==> config.mk <==
export PLATFORM = sky130hd
export DESIGN_NAME = ivt_reloc
export DESIGN_NICKNAME = d
export VERILOG_FILES = /design/src/rtl/ivt_reloc.sv
export SDC_FILE = /design/constraint.sdc
export NUM_CORES = 1
export LEC_CHECK = 0
export BUFFER_PORTS_ARGS = -buffer_cell sky130_fd_sc_hd__buf_2
export CORE_AREA = 2 2 39 41
export CTS_CLUSTER_DIAMETER = 150
export DETAILED_ROUTE_END_ITERATION = 16
export DIE_AREA = 0 0 41 43
export RECOVER_POWER = 100
export SLEW_MARGIN = 20
export SYNTH_ARGS = -nofsm -noshare
export SYNTH_HDL_FRONTEND = slang
export SYNTH_SLANG_ARGS = --single-unit
==> constraint.sdc <==
create_clock -name clk -period 2.2 [get_ports clk]
set_input_delay 0.11 -clock clk [delete_from_list [all_inputs] [get_ports clk]]
set_output_delay 0.11 -clock clk [all_outputs]
set_load 0.1 [all_outputs]
==> src/rtl/ivt_reloc.sv <==
module ivt_reloc #(
  parameter int          ADDR_W    = 16,
  parameter int          WIN       = 4,
  parameter logic [15:0] BOOT_BASE = 16'h1C00
) (
  input  logic              clk,
  input  logic              rst_n,
  input  logic              wr_en,
  input  logic              wr_arm,
  input  logic              wr_sel,
  input  logic              retire,
  input  logic              in_boot,
  input  logic              lock_app,
  input  logic              lock_boot,
  output logic              vec_sel,
  output logic [ADDR_W-1:0] vec_base,
  output logic              irq_mask
);
  localparam int CW = $clog2(WIN + 1);

  logic          armed;
  logic [CW-1:0] cnt;
  logic          hold;
  logic          arm_wr, load_wr, lock_mask;

  assign arm_wr  = wr_en && wr_arm;
  assign load_wr = wr_en && !wr_arm && armed;

  always_ff @(posedge clk) begin
    if (!rst_n) begin
      armed   <= 1'b0;
      cnt     <= '0;
      vec_sel <= 1'b0;
      hold    <= 1'b0;
    end else begin
      if (arm_wr) begin
        armed <= 1'b1;
        cnt   <= CW'(WIN);
      end else if (load_wr) begin
        armed   <= 1'b0;
        cnt     <= '0;
        vec_sel <= wr_sel;
      end else if (armed) begin
        cnt <= cnt - CW'(1);
        if (cnt == CW'(1)) armed <= 1'b0;
      end
      if (load_wr)           hold <= 1'b1;
      else if (hold && retire) hold <= 1'b0;
    end
  end

  assign lock_mask = (vec_sel && lock_app && !in_boot) ||
                     (!vec_sel && lock_boot && in_boot);
  assign irq_mask  = armed || hold || lock_mask;
  assign vec_base  = vec_sel ? ADDR_W'(BOOT_BASE) : '0;

  assert_sel_guarded_R3: assert property (@(posedge clk) disable iff (!rst_n)
    !(wr_en && !wr_arm && armed) |=> $stable(vec_sel));
  assert_arm_masks_R2: assert property (@(posedge clk) disable iff (!rst_n)
    (wr_en && wr_arm) |=> irq_mask);
  assert_load_masks_R7: assert property (@(posedge clk) disable iff (!rst_n)
    (wr_en && !wr_arm && armed) |=> (irq_mask && vec_sel == $past(wr_sel)));
  assert_window_bound_R6: assert property (@(posedge clk) disable iff (!rst_n)
    armed |-> (cnt != '0 && cnt <= CW'(WIN)));
  assert_lock_app_R9: assert property (@(posedge clk) disable iff (!rst_n)
    (vec_sel && lock_app && !in_boot) |-> irq_mask);
  assert_lock_boot_R10: assert property (@(posedge clk) disable iff (!rst_n)
    (!vec_sel && lock_boot && in_boot) |-> irq_mask);
  assert_base_R8: assert property (@(posedge clk) disable iff (!rst_n)
    vec_base == (vec_sel ? ADDR_W'(BOOT_BASE) : '0));
endmodule

# After elaboration in Yosys (flattened, before gate mapping)
# Index checks and enable logic that the tools add are counted.
# Widths: inputs -> output; s select.
# totals
rom_bits,0
latch_bits,0
n_memories,0
ff_bits,6
ram_bits,0
inputBits,9
# classes
magnitude_cmp,0
shift,0
n_div,0
multipliers,0
n_eq_ne,1
addsub,1
mux,10
bitwise_logic,2
reduce_logical,18
# ops
op,n
$mux 13,1
$mux 3,3
$logic_and 1x1->1,8
$mux 1,6
$eq 3x1->1 const B,1
$logic_not 1->1,3
$logic_or 1x1->1,3
$reduce_bool 3->1,1
$reduce_or 3->1,1
$sub 3x1->3 const B,1
$not 1->1,2
$reduce_and 2->1,1
$reduce_bool 2->1,1

# Depth between registers and ports, before layout
# Gate-level depths: netlist of run 1.
# logic_depth
word_depth,5
mapped_depth,5

# Least setup slack after synthesis of run 1
# Ideal clock, no wire load.
# synth_path
path_type,register to output
startpoint,register vec_sel
endpoint,output port irq_mask
setup_slack_ps,125
n_path_buf,0
stages_incl_launch_ff,4
arrival_time_ps,1965
t_required_ps,2090
path_cell_list,dfxtp_1 nand2_1 o22ai_1 or3_1
# synth_via
elab_chain_len,5
# synth_rtl
item,line,rtl
"start, declared",15,"output logic vec_sel,"
"start signal, assigned",42,vec_sel <= wr_sel;
$logic_not 1->1,53,(!vec_sel && lock_boot && in_boot);
$logic_and 1x1->1 (2 in series),53,
$logic_or 1x1->1 (*),52,assign lock_mask = (vec_sel && lock_app && !in_boot) ||
$logic_or 1x1->1 (*),54,assign irq_mask = armed || hold || lock_mask;
"end, declared",17,output logic irq_mask
# Every way passes the cells marked *; elsewhere a longest branch is shown, timed or not.

# Worst setup path in the final report of run 1
# layout_path
startpoint,register vec_sel
endpoint,output port vec_base[11]
# layout_via
elab_chain_len,1
# layout_rtl
item,line,rtl
$mux 13,55,assign vec_base = vec_sel ? ADDR_W'(BOOT_BASE) : '0;
"end, declared",16,"output logic [ADDR_W-1:0] vec_base,"
# Every way passes these cells.

==> results of run 1 <==
## metal layers
metal / global-route usage / part of all wire / up-vias
met5: 0 / 0 / -
li1: - / - / 171
met2: 0.125 / 0.41 / 20
met3: 0.0471 / 0.13 / 0
met1: 0.104 / 0.46 / 131
met4: 0.0600 / 0 / 0
## placed cells by master (no fill, tap or decap)
cell       count
a21oi_1        5
a31oi_1        1
buf_2          8
clkbuf_1       4
clkbuf_2       1
clkbuf_4       3
conb_1        13
dfxtp_1        6
ha_1           2
inv_1          3
mux2i_1        1
nand2_1        5
nand2b_1       2
nand3b_1       3
nand4bb_1      1
nor2_1         3
nor3b_1        1
o21ai_0        1
o22ai_1        1
or3_1          1
## synth_stat cells
master	count
buf_4	16
dfxtp_1	6
a21oi_1	5
nand2_1	5
inv_1	3
nand3b_1	3
nor2_1	3
ha_1	2
nand2b_1	2
a31oi_1	1
conb_1	1
mux2i_1	1
nand4bb_1	1
nor3b_1	1
o21ai_0	1
o22ai_1	1
or3_1	1
## layout make-up
cell class | instances | area, um2 | share of cell area
clock buffer | 3 | 22.5 | 0.0500
inverter | 3 | 11.3 | 0.0250
multi-input combinational | 40 | 216 | 0.481
sequential | 6 | 120 | 0.267
tap | 16 | 20.0 | 0.0444
timing repair buffer | 13 | 60.1 | 0.133
## kinds of logic after synthesis
logic type / after synthesis / synth area share
AO/OA/AOI/OAI: 8 / 0.101
flip-flops: 6 / 0.284
buffers and inverters: 19 / 0.311
adder cells (fa/ha/maj): 2 / 0.0592
multiplexers: 1 / 0.0237
other: 1 / 0.00887
AND/OR/NAND/NOR: 16 / 0.213
## power groups by stage
| stage | logic [mW] | clock network (mW) | registers (mW) |
|---|---|---|---|
| after detailed placement | 0.147 | 0 | 0.120 |
| final | 0.147 | 0.104 | 0.118 |
| after global placement | 0.147 | 0 | 0.120 |
| after global routing | 0.154 | 0.115 | 0.119 |
| after CTS | 0.147 | 0.108 | 0.118 |
| after floorplan | 0.151 | 0 | 0.121 |
## stage by stage
stage | util | cells
2_1_floorplan | - | 65
3_3_place_gp | 0.313 | 78
3_5_place_dp | 0.313 | 78
4_1_cts | 0.329 | 81
5_1_grt | 0.325 | 81
6_report | 0.325 | 81
## sequential cells by signal, indices dropped and copies added, names as in the netlist
signal / count
armed: 1
cnt: 3
vec_sel: 1
hold: 1
## worst max path at each step
stage | endpoint | start | slack (ps)
6_report | vec_base[11] | vec_sel | 540
5_1_grt | vec_base[11] | vec_sel | 450
4_1_cts | irq_mask | vec_sel | 700
3_5_place_dp | irq_mask | vec_sel | 960
3_3_place_gp | irq_mask | vec_sel | 1020
2_1_floorplan | irq_mask | vec_sel | 130
==> results.py, run 1 <==
metrics = {
    "floorplanning": {
        "start_util": 0.306,
        "core_mm2": 0.00138,
        "die_w_um": 41,
        "die_y_um": 43,
        "fp-row-count": 14,
        "dieArea_mm2": 0.00176,
        "boundaryPins": 27,
    },
    "sta": {
        "finalCriticalPeriod_ps": 1660,
        "finalSetupViolCount": 0,
        "rsz0062_at_grt": "no",
        "setup_tns_ps": 0,
        "timing.fmax_mhz": 601,
        "slew_violations": 0,
        "timing.hold.ws_ps": 100,
        "max-slew-margin-rel": 0.230,
        "hold_viol_final": 0,
        "worst_pin_slew_ps": 1160,
        "clock-skew-final_ps": 5.91,
        "setup_ws_ps": 535,
        "post-route-period-util": 0.757,
    },
    "setup_path": {
        "cpMaxStageDelayCell": "clkbuf_1",
        "crit_type": "reg2out",
        "crit_path_start_kind": "flop",
        "cp_num_cells": 1,
        "crit_family": "buffers and inverters",
        "path_buf_inv": 1,
        "cp-end-kind": "output pin",
        "crit-reg2reg-capture": "cnt[2]",
        "arrival_ps": 1550,
        "ff2ff_path_depth": 5,
        "reg2reg_slack_ps": 1160,
        "worstPathMaxFanout": 7,
        "required_ps": 2090,
        "crit_chain": "clkbuf_1",
        "regToRegStartpoint": "cnt[0]",
        "worst_path_largest_cell_delay_ps": 890,
    },
    "power": {
        "comb_power_share": 0.398,
        "net-switching-power_uw": 177,
        "cellPowerDensity_mw_per_mm2": 819,
        "ir_worst_vdd_mv": 0.297,
        "power_frac_seq": 0.320,
        "p_int_uw": 191,
        "clockPowerShare": 0.282,
        "swShare": 0.481,
        "p_leak_nw": 0.210,
        "power_uw": 369,
    },
    "placed_design": {
        "detailed_place_hpwl_um": 492,
        "routabilityCongestion": 0.743,
        "placed_cell_area_um2": 433,
        "dp_slack_ps": 961,
        "io_buffers": 13,
    },
    "layout": {
        "fin_nets": 78,
        "drive_above_1_share": 0.185,
        "fillCellCount": 165,
        "syn_to_final_growth_pct": 6.51,
        "antennaDiodeCount": 0,
        "final_area_um2": 450,
    },
    "synth": {
        "synth.yosys.seq_area_share": 0.284,
        "netlist_instances": 53,
        "ys_types": 17,
        "yosysWarnings": 0,
        "synth_seq_cells": 6,
        "postSynthAreaPerCell_um2": 7.98,
        "synth.area.top_cells": "dfxtp_1 (28%), buf_4 (28%), a21oi_1 (5.9%)",
        "yosysTopAreaCell": "dfxtp_1",
        "synth.top_cell.area_share": 0.284,
        "netlist_area_um2": 423,
    },
    "flow_run": {
        "drv_cap": 0,
    },
    "clock_tree": {
        "cts.sinks": 6,
        "insertion_delay_ps": 250,
        "clkTransAtPathRegs_ps": 40,
        "cts_buffers": 3,
        "postCtsSetupRepairBufs": 0,
        "cts_resized": 0,
        "htree_num_levels": 1,
        "cts_tree": "done",
        "cts_hold_buf": 0,
        "cts-root-buf": "clkbuf_4",
        "clockBufferDepth": 2,
    },
    "detailed_routing": {
        "routed_wl_um": 625,
        "drtIter0Drc": 1,
        "vias": 322,
        "avgRoutedWirePerCell_um": 7.72,
        "drc": 0,
        "first_pass_iters": 4,
        "viasPerCell": 3.98,
        "ant_nets": 0,
    },
    "status": {
        "status": "finished clean",
    },
    "worst_hold_path": {
        "min_path_type": "in2reg",
        "holdPathEnd": "vec_sel",
        "min_from": "wr_sel",
        "worst_hold_path.num_cells": 3,
    },
    "grt": {
        "grt_max_degree": 10,
        "grt_usage": 0.0907,
        "grt-ovfl-total": 0,
        "antenna_found_initial": 0,
        "grt_pass1_wl_um": 1030,
        "first_global_vias": 271,
    },
}
(Power assumes the default switching activity.)
==> inputs of run 2 (changes only) <==
==> constraint.sdc (replaced) <==
create_clock -name clk -period 1.7 [get_ports clk]
set_input_delay 0.085 -clock clk [delete_from_list [all_inputs] [get_ports clk]]
set_output_delay 0.085 -clock clk [all_outputs]
set_load 0.1 [all_outputs]
==> run 2 against run 1 <==
  * Routed wire length rose by 3.2%
  * Clock-buffer cell count is the same
  * First-iteration DRC count rose to 7.0 times the previous value
  * Flip-flop and latch count unchanged
  * Register-to-register slack lost 510 ps
  * Sequential share of layout area is 0.091 points lower
  * Clock power increased by 23%
  * Via count grew 4.7%
  * Clock skew about the same
  * Critical path depth increased by 1
  * Largest power group unchanged
==> results.py, run 2 (same netlist as run 1, synthesis figures left out) <==
metrics = {
    "detailed_routing": {
        "viasPerCell": 4.16,
        "drtIter0Drc": 7,
        "avgRoutedWirePerCell_um": 7.96,
        "drc": 0,
        "routed_wl_um": 645,
        "first_pass_iters": 4,
        "vias": 337,
        "ant_nets": 0,
    },
    "floorplanning": {
        "core_mm2": 0.00138,
        "fp-row-count": 14,
        "dieArea_mm2": 0.00176,
        "start_util": 0.306,
        "die_y_um": 43,
        "die_w_um": 41,
        "boundaryPins": 27,
    },
    "grt": {
        "grt_pass1_wl_um": 1110,
        "grt_max_degree": 10,
        "antenna_found_initial": 0,
        "grt-ovfl-total": 0,
        "grt_usage": 0.0915,
        "first_global_vias": 271,
    },
    "clock_tree": {
        "clkTransAtPathRegs_ps": 50,
        "cts_buffers": 3,
        "postCtsSetupRepairBufs": 0,
        "cts-root-buf": "clkbuf_4",
        "htree_num_levels": 1,
        "cts_tree": "done",
        "insertion_delay_ps": 240,
        "cts.sinks": 6,
        "clockBufferDepth": 2,
        "cts_hold_buf": 0,
        "cts_resized": 0,
    },
    "sta": {
        "worst_pin_slew_ps": 540,
        "slew_violations": 0,
        "timing.fmax_mhz": 689,
        "finalSetupViolCount": 0,
        "hold_viol_final": 0,
        "clock-skew-final_ps": 6.16,
        "finalCriticalPeriod_ps": 1450,
        "post-route-period-util": 0.853,
        "max-slew-margin-rel": 0.641,
        "setup_tns_ps": 0,
        "timing.hold.ws_ps": 83.6,
        "rsz0062_at_grt": "no",
    },
    "placed_design": {
        "routabilityCongestion": 0.744,
        "post-place-cells": 78,
        "io_buffers": 13,
    },
    "layout": {
        "antennaDiodeCount": 0,
        "final_common_cell": "conb_1",
        "max_flop_register": "cnt",
        "largest_register_ffs": 3,
        "fillCellCount": 150,
        "final_cell_mix": "conb_1 (13), buf_2 (8)",
        "drive_above_1_share": 0.262,
        "fin_nets": 78,
        "instances_no_fill": 81,
        "syn_to_final_growth_pct": 7.99,
    },
    "setup_path": {
        "crit_family": "simple AND/OR/NAND/NOR gates",
        "path_buf_inv": 1,
        "worst_path_largest_cell_delay_ps": 380,
        "reg2reg_slack_ps": 650,
        "crit_chain": "or3_1 -> clkbuf_2",
        "ff2ff_path_depth": 5,
        "regToRegStartpoint": "cnt[0]",
        "cpMaxStageDelayCell": "or3_1",
        "crit-reg2reg-capture": "cnt[2]",
        "crit_start": "armed",
        "crit_path_start_kind": "flop",
        "crit_type": "reg2out",
        "worstPathMaxFanout": 9,
        "arrival_ps": 1370,
        "required_ps": 1620,
        "cp-end-kind": "output pin",
    },
    "status": {
        "status": "finished clean",
    },
    "worst_hold_path": {
        "min_path_type": "in2reg",
        "min_from": "wr_sel",
        "worst_hold_path.num_cells": 3,
        "holdPathEnd": "vec_sel",
    },
    "flow_run": {
        "drv_cap": 0,
    },
    "power": {
        "cellPowerDensity_mw_per_mm2": 1030,
        "p_leak_nw": 0.224,
        "ir_worst_vdd_mv": 0.548,
    },
}
-- run 2: cell counts in the layout (fill, tap and decap cells not counted) --
Identical to the previous run, type by type.
-- run 2: cell type report --
type,instances,area (um2),area share
inverter,3,11.3,0.0247
sequential,6,121,0.266
timing repair buffer,13,65.1,0.142
clock buffer,3,22.5,0.0493
tap,16,20.0,0.0438
multi-input combinational,40,216,0.474
-- run 2: per-layer routing --
layer,wire (um),up-vias,GRT usage
met4,0,0,0
met3,87,0,0.0628
met1,270,143,0.123
met2,287,22,0.128
met5,0,-,0
li1,-,172,-
-- run 2: how the worst max path moves through the flow --
stage               endpoint  depth (start not counted)
CTS                 irq_mask                          4
finish              irq_mask                          2
detailed placement  irq_mask                          4
global placement    irq_mask                          4
floorplan           irq_mask                          3
global route        irq_mask                          2
-- run 2: power breakdown --
part           internal, mW  leakage, nW  switching (mW)
combinational        0.0212        0.161           0.169
clock                0.0796       0.0138          0.0481
sequential            0.147       0.0495         0.00588
-- run 2: tightest hold or removal path, cell delays in order --
cell	delay, ps
buf_2	70
mux2i_1	50
nor2_1	70
-- run 2: stage by stage --
step / area [um2] / power [mW] / worst slack, ps / utilization
2_1_floorplan: 469 / 0.352 / 3.91 / -
3_3_place_gp: 434 / 0.345 / 564 / 0.314
3_5_place_dp: 434 / 0.346 / 577 / 0.314
4_1_cts: 457 / 0.478 / 316 / 0.330
5_1_grt: 457 / 0.494 / 162 / 0.330
6_report: 457 / 0.471 / 249 / 0.330
